**config.mk**
```make
export PLATFORM = sky130hd
export DESIGN_NAME = reload_gen_timer
export DESIGN_NICKNAME = d
export VERILOG_FILES = /design/src/rtl/rgt_pkg.sv /design/src/rtl/rgt_regs.sv /design/src/rtl/rgt_count.sv /design/src/rtl/rgt_readback.sv /design/src/rtl/reload_gen_timer.sv
export SDC_FILE = /design/constraint.sdc
export NUM_CORES = 1
export LEC_CHECK = 0
export ABC_AREA = 0
export ABC_CLOCK_PERIOD_IN_PS = 10200
export BUFFER_PORTS_ARGS = -buffer_cell sky130_fd_sc_hd__buf_2
export CAP_MARGIN = 10
export CORE_MARGIN = 2
export CORE_UTILIZATION = 28
export DETAILED_ROUTE_END_ITERATION = 8
export PLACE_DENSITY = 0.51
export SLEW_MARGIN = 0
export SYNTH_ARGS = -nofsm -noshare
export SYNTH_HDL_FRONTEND = slang
export SYNTH_HIERARCHICAL = 1
export SYNTH_SLANG_ARGS = --single-unit
```
**constraint.sdc**
```tcl
create_clock -name clk -period 10.2 [get_ports clk]
set_clock_uncertainty 0.2 [all_clocks]
set_input_delay 1.02 -clock clk [delete_from_list [all_inputs] [get_ports clk]]
set_output_delay 1.02 -clock clk [all_outputs]
set_load 0.01 [all_outputs]
```
**src/rtl/rgt_pkg.sv**
```systemverilog
`timescale 1ns/1ps
package rgt_pkg;
    typedef enum logic [1:0] {
        SEL_CTRL  = 2'd0,
        SEL_LOAD  = 2'd1,
        SEL_COUNT = 2'd2,
        SEL_NONE  = 2'd3
    } reg_sel_e;

    localparam int unsigned BIT_RUN    = 0;
    localparam int unsigned BIT_DOWN   = 1;
    localparam int unsigned BIT_RELOAD = 2;
    localparam int unsigned BIT_GEN    = 3;
    localparam int unsigned BIT_IRQ    = 4;
    localparam int unsigned BIT_LOAD   = 5;
    localparam int unsigned BIT_STAT   = 8;
endpackage

```
**src/rtl/rgt_regs.sv**
```systemverilog
`timescale 1ns/1ps
module rgt_regs #(
    parameter int unsigned DATA_W = 32,
    parameter int unsigned CNT_W  = 32
) (
    input  logic              clk,
    input  logic              rst_n,
    input  logic              wr_en,
    input  logic [1:0]        wr_addr,
    input  logic [DATA_W-1:0] wr_data,
    input  logic              carry_i,
    output logic              run_o,
    output logic              down_o,
    output logic              reload_o,
    output logic              gen_en_o,
    output logic              irq_en_o,
    output logic              status_o,
    output logic [CNT_W-1:0]  load_val_o,
    output logic              load_stb_o
);
    import rgt_pkg::*;

    typedef struct packed {
        logic             run;
        logic             down;
        logic             reload;
        logic             gen_en;
        logic             irq_en;
        logic             status;
        logic [CNT_W-1:0] load_val;
    } regs_t;

    regs_t q, d;
    logic  wr_ctrl;
    logic  wr_load;

    assign wr_ctrl = wr_en && (wr_addr == SEL_CTRL);
    assign wr_load = wr_en && (wr_addr == SEL_LOAD);

    always_comb begin
        d = q;
        if (wr_ctrl) begin
            d.run    = wr_data[BIT_RUN];
            d.down   = wr_data[BIT_DOWN];
            d.reload = wr_data[BIT_RELOAD];
            d.gen_en = wr_data[BIT_GEN];
            d.irq_en = wr_data[BIT_IRQ];
            if (wr_data[BIT_STAT]) begin
                d.status = 1'b0;
            end
        end
        if (wr_load) begin
            d.load_val = wr_data[CNT_W-1:0];
        end
        if (carry_i) begin
            d.status = 1'b1;
            if (!q.reload) begin
                d.run = 1'b0;
            end
        end
    end

    always_ff @(posedge clk or negedge rst_n) begin
        if (!rst_n) begin
            q <= '0;
        end else begin
            q <= d;
        end
    end

    assign run_o      = q.run;
    assign down_o     = q.down;
    assign reload_o   = q.reload;
    assign gen_en_o   = q.gen_en;
    assign irq_en_o   = q.irq_en;
    assign status_o   = q.status;
    assign load_val_o = q.load_val;
    assign load_stb_o = wr_ctrl && wr_data[BIT_LOAD];

    // a one-shot carry switches the timer off
    a_r5_stop_clears_run: assert property (@(posedge clk) disable iff (!rst_n)
        (carry_i && !q.reload && !wr_ctrl) |=> !q.run);

    // every carry leaves the status bit set
    a_r7_carry_sets_status: assert property (@(posedge clk) disable iff (!rst_n)
        carry_i |=> q.status);

    // status only drops through a clearing write
    a_r7_status_sticky: assert property (@(posedge clk) disable iff (!rst_n)
        (q.status && !(wr_ctrl && wr_data[BIT_STAT])) |=> q.status);
endmodule

```
**src/rtl/rgt_count.sv**
```systemverilog
`timescale 1ns/1ps
module rgt_count #(
    parameter int unsigned CNT_W = 32
) (
    input  logic             clk,
    input  logic             rst_n,
    input  logic             run_i,
    input  logic             down_i,
    input  logic             reload_i,
    input  logic             gen_en_i,
    input  logic             load_stb_i,
    input  logic [CNT_W-1:0] load_val_i,
    output logic [CNT_W-1:0] cnt_o,
    output logic             carry_o,
    output logic             gen_o
);
    typedef struct packed {
        logic [CNT_W-1:0] cnt;
        logic             gen;
    } cnt_state_t;

    localparam logic [CNT_W-1:0] ALL_ONES = {CNT_W{1'b1}};
    localparam logic [CNT_W-1:0] ONE      = {{(CNT_W-1){1'b0}}, 1'b1};

    cnt_state_t q, d;
    logic       at_end;
    logic       carry;

    assign at_end = down_i ? (q.cnt == '0) : (q.cnt == ALL_ONES);
    assign carry  = run_i && !load_stb_i && at_end;

    always_comb begin
        d     = q;
        d.gen = carry && gen_en_i;
        if (load_stb_i) begin
            d.cnt = load_val_i;
        end else if (run_i) begin
            if (at_end && reload_i) begin
                d.cnt = load_val_i;
            end else if (down_i) begin
                d.cnt = q.cnt - ONE;
            end else begin
                d.cnt = q.cnt + ONE;
            end
        end
    end

    always_ff @(posedge clk or negedge rst_n) begin
        if (!rst_n) begin
            q <= '0;
        end else begin
            q <= d;
        end
    end

    assign cnt_o   = q.cnt;
    assign carry_o = carry;
    assign gen_o   = q.gen;

    // idle counter holds its value
    a_r2_idle_hold: assert property (@(posedge clk) disable iff (!rst_n)
        (!run_i && !load_stb_i) |=> $stable(q.cnt));

    // reload mode restarts from the load value after a terminal step
    a_r4_reload_value: assert property (@(posedge clk) disable iff (!rst_n)
        (run_i && !load_stb_i && reload_i && at_end) |=> (q.cnt == $past(load_val_i)));

    // a load strobe overrides counting
    a_r9_load_wins: assert property (@(posedge clk) disable iff (!rst_n)
        load_stb_i |=> (q.cnt == $past(load_val_i)));

    // the pulse only follows a running terminal count
    a_r6_pulse_after_end: assert property (@(posedge clk) disable iff (!rst_n)
        q.gen |-> $past(run_i && at_end && gen_en_i));
endmodule

```
**src/rtl/rgt_readback.sv**
```systemverilog
`timescale 1ns/1ps
module rgt_readback #(
    parameter int unsigned DATA_W = 32,
    parameter int unsigned CNT_W  = 32
) (
    input  logic [1:0]        rd_addr,
    input  logic              run_i,
    input  logic              down_i,
    input  logic              reload_i,
    input  logic              gen_en_i,
    input  logic              irq_en_i,
    input  logic              status_i,
    input  logic [CNT_W-1:0]  load_val_i,
    input  logic [CNT_W-1:0]  cnt_i,
    output logic [DATA_W-1:0] rd_data
);
    import rgt_pkg::*;

    always_comb begin
        rd_data = '0;
        case (rd_addr)
            SEL_CTRL: begin
                rd_data[BIT_RUN]    = run_i;
                rd_data[BIT_DOWN]   = down_i;
                rd_data[BIT_RELOAD] = reload_i;
                rd_data[BIT_GEN]    = gen_en_i;
                rd_data[BIT_IRQ]    = irq_en_i;
                rd_data[BIT_STAT]   = status_i;
            end
            SEL_LOAD:  rd_data[CNT_W-1:0] = load_val_i;
            SEL_COUNT: rd_data[CNT_W-1:0] = cnt_i;
            default:   rd_data = '0;
        endcase
    end
endmodule

```
**src/rtl/reload_gen_timer.sv**
```systemverilog
`timescale 1ns/1ps
module reload_gen_timer #(
    parameter int unsigned DATA_W = 32,
    parameter int unsigned CNT_W  = 32
) (
    input  logic              clk,
    input  logic              rst_n,
    input  logic              wr_en,
    input  logic [1:0]        wr_addr,
    input  logic [DATA_W-1:0] wr_data,
    input  logic [1:0]        rd_addr,
    output logic [DATA_W-1:0] rd_data,
    output logic              gen_o,
    output logic              irq_o
);
    logic             run, down, reload, gen_en, irq_en, status;
    logic             load_stb, carry;
    logic [CNT_W-1:0] load_val, cnt;

    rgt_regs #(.DATA_W(DATA_W), .CNT_W(CNT_W)) u_regs (
        .clk        (clk),
        .rst_n      (rst_n),
        .wr_en      (wr_en),
        .wr_addr    (wr_addr),
        .wr_data    (wr_data),
        .carry_i    (carry),
        .run_o      (run),
        .down_o     (down),
        .reload_o   (reload),
        .gen_en_o   (gen_en),
        .irq_en_o   (irq_en),
        .status_o   (status),
        .load_val_o (load_val),
        .load_stb_o (load_stb)
    );

    rgt_count #(.CNT_W(CNT_W)) u_count (
        .clk        (clk),
        .rst_n      (rst_n),
        .run_i      (run),
        .down_i     (down),
        .reload_i   (reload),
        .gen_en_i   (gen_en),
        .load_stb_i (load_stb),
        .load_val_i (load_val),
        .cnt_o      (cnt),
        .carry_o    (carry),
        .gen_o      (gen_o)
    );

    rgt_readback #(.DATA_W(DATA_W), .CNT_W(CNT_W)) u_rb (
        .rd_addr    (rd_addr),
        .run_i      (run),
        .down_i     (down),
        .reload_i   (reload),
        .gen_en_i   (gen_en),
        .irq_en_i   (irq_en),
        .status_i   (status),
        .load_val_i (load_val),
        .cnt_i      (cnt),
        .rd_data    (rd_data)
    );

    assign irq_o = status && irq_en;

    // the line never rises without an enabled, pending status
    a_r8_irq_masked: assert property (@(posedge clk) disable iff (!rst_n)
        irq_o |-> (u_regs.status_o && u_regs.irq_en_o));
endmodule

```
==> flow_summary.yaml <==
route:
  vias: 4651
  met3_length_um: 650
  wl_met1_um: 7560
  top_layer: "met4"
  finalWirelength_um: 15300
  routedWlPerCell_um: 17.5
  firstDrtPassIters: 5
  drt_iter0_markers: 289
  ant_nets: 0
  met2_wirelength_um: 6850
  drc: 0
  viasPerCell: 5.31
pwr:
  p_int_w: 0.00101
  seqPwrFrac_pct: 28.0
  cellPowerDensity_nw_per_um2: 294
  swShare_pct: 44.2
  irDropWorstVdd_mv: 0.0987
  p_clk_share_pct: 18.1
  pwr-share-comb_pct: 53.9
  switchingPower_w: 0.000801
  leakagePower_nw: 2.83
sta:
  period_needed_ns: 3.64
  setup_viol: 0
  finalMaxSlewViolations: 0
  setup_tns_ns: 0
  worst_pin_slew_ns: 0.951
  finalHoldViolCount: 0
  maxSlewHeadroom_pct: 36.6
  worst_slack_ns: 6.56
  rsz0062_at_grt: "no"
  period_share_pct: 35.7
  max_freq_ghz: 0.275
place:
  pre_cts_ws_ns: 6.45
  place.port_buffers: 72
  hpwl_um: 10600
  gp_congestion: 0.871
clocking:
  postCtsSetupBuffers: 0
  cts_resized: 0
  cts_tree: "yes"
  cts_buffer_depth: 2
  clk_pin_slew_ns: 0.07
  clock_sinks: 71
  cts.htree.levels: 3
  root_buffer: "clkbuf_16"
  hold_buffers: 0
  clk_latency_ns: 0.36
  cts_made_buffers: 9
cells_and_area:
  layout-drive-gt1-share_pct: 22.9
  synthToLayoutAreaGrowth_pct: 16.3
  nets: 711
  diodes: 0
  register_area_um2: 1780
  multi_input_area_um2: 3360
  n_fill_cell: 1970
floorplan:
  core_um2: 18600
  io-pin-count: 73
  dieArea_um2: 20100
  die_h_um: 142
  fp-row-count: 50
  initial_utilization_pct: 28.4
  die_x_um: 142
synthesis:
  async_reset_ff_share_pct: 100
  ys_ff_latch: 71
  ys.warnings.count: 6
  synth_top_area_cell: "dfrtp_1"
  synth_ff_type: "dfrtp_1"
  synth_common_cells: "dfrtp_1, nand2_1, a21oi_1, nor2_1, ha_1"
  ys_top_cells_by_area: "dfrtp_1, mux2_4, ha_1, nand2_1, a21oi_1"
  synth_area_um2: 5300
  syn_nets: 647
  syn_avg_cell_area_um2: 9.26
  synth_edf_count: 0
  synth_top_area_share_pct: 33.5
  synthCells: 573
  synth.most_common_cell: "dfrtp_1"
  yosysSeqAreaShare_pct: 33.5
  yosysUniqueCellTypes: 60
global_routing:
  antenna_found_initial: 0
  grt_pass1_wl_um: 25500
  overflow: 0
  grt_max_degree: 72
  track_usage_pct: 16.2
  grt_pass1_vias: 4804
run_status:
  status: "finished clean"
setup_path:
  crit_family: "adder cells"
  crit_top_cell: "buf_2"
  crit_buf_inv: 3
  worstSetupPathType: "in -> out"
  arrival_ns: 2.42
  required_ns: 8.98
  max_stage_delay_ns: 0.83
  crit_path_start_kind: "primary input"
  critPathMaxFanout: 26
  cp_cell_sequence: "buf_2 > inv_1 > ha_1 > nor2b_1 > buf_2"
  endpoint_kind: "output port"
  slowest_stage: "ha_1"
flow_run:
  drv_cap: 0
worst_hold_path:
  min_path_type: "reg -> reg"
[cells by family (layout without fill, tap and decap cells)]
logic type                 after synthesis  after routing  share of synthesized area [%]
AOI/OAI and AO/OA                      161            161                           20.4
buffers and inverters                   32            101                           3.14
adders and majority gates               35             35                           8.40
and+or+nand+nor                        211            211                           20.2
DFF                                     71             71                           33.5
xor gates and xnor gates                23             23                           3.80
muxes                                   40             40                           10.5
[per-layer routing]
layer	vias up	global-route usage, %
met1	2273	22.4
met2	105	25.2
met5	-	0
li1	2258	-
met3	15	3.07
met4	0	5.63
[path summary, 6_finish.rpt]
path	from	end	slack, ns	depth (start not counted)
max	rd_addr[1]	rd_data[30]	6.56	5
max reg2reg	u_regs/down_o	u_count/cnt_o[24]	6.60	11
max in group asynchronous	rst_n	u_count/cnt_o[3]	8.58	1
min reg2reg	u_regs/status_o	u_regs/status_o	0.31	1
min	u_regs/status_o	u_regs/status_o	0.31	1
min in group asynchronous	rst_n	u_regs/load_val_o[23]	0.61	1
[per-stage QoR]
stage | hold WS, ns | total power, W | instance area, um^2 | utilization, % | cells
final | 0.309 | 0.00181 | 6170 | 33.1 | 876
after global routing | 0.316 | 0.00198 | 6170 | 33.1 | 876
after CTS | 0.312 | 0.00183 | 6170 | 33.1 | 876
after detailed placement | 0.296 | 0.00148 | 5860 | 31.5 | 860
after global placement | 0.292 | 0.00146 | 5860 | 31.5 | 860
after floorplan | 0.265 | 0.00124 | 5300 | - | 573
[placed cells by master (no fill, tap or decap), drive strengths merged, types with 8 or more instances in the layout]
| cell | synthesis | final |
|---|---|---|
| and3 | 9 | 9 |
| mux2 | 36 | 36 |
| clkbuf | 13 | 9 |
| buf | 12 | 78 |
| o21ai | 27 | 27 |
| xnor2 | 16 | 16 |
| ha | 34 | 34 |
| nand2 | 61 | 61 |
| a31oi | 13 | 13 |
| nand4 | 10 | 10 |
| a21oi | 46 | 46 |
| nand3 | 19 | 19 |
| nor3 | 9 | 9 |
| dfrtp | 71 | 71 |
| a21o | 14 | 14 |
| inv | 7 | 8 |
| nor2b | 29 | 29 |
| nor4 | 8 | 8 |
| nor2 | 45 | 45 |
| a22oi | 26 | 26 |
[layout make-up]
cell class,count,area share [%]
Inverter,7,0.426
Tap cell,234,4.74
Clock inverter,7,1.32
Timing Repair Buffer,78,6.61
Clock buffer,9,3.65
Multi-Input combinational cell,470,54.5
Sequential cell,71,28.8
[registers in the layout, summed over array words and instances, names as in the netlist]
| signal | cells |
|---|---|
| u_regs/irq_en_o | 1 |
| u_regs/gen_en_o | 1 |
| u_regs/load_val_o | 32 |
| u_regs/run_o | 1 |
| u_count/cnt_o | 32 |
| u_regs/status_o | 1 |
| u_regs/down_o | 1 |
| u_regs/reload_o | 1 |
| u_count/gen_o | 1 |
[power groups by stage]
stage	Sequential (W)	Clock, W	Combinational (W)
2_1_floorplan	0.000467	0	0.000775
3_3_place_gp	0.000511	0	0.000953
3_5_place_dp	0.000513	0	0.000971
4_1_cts	0.000509	0.000338	0.000979
5_1_grt	0.000527	0.000351	0.00111
6_report	0.000508	0.000329	0.000977
No activity file was read; power rests on OpenSTA's default activity.
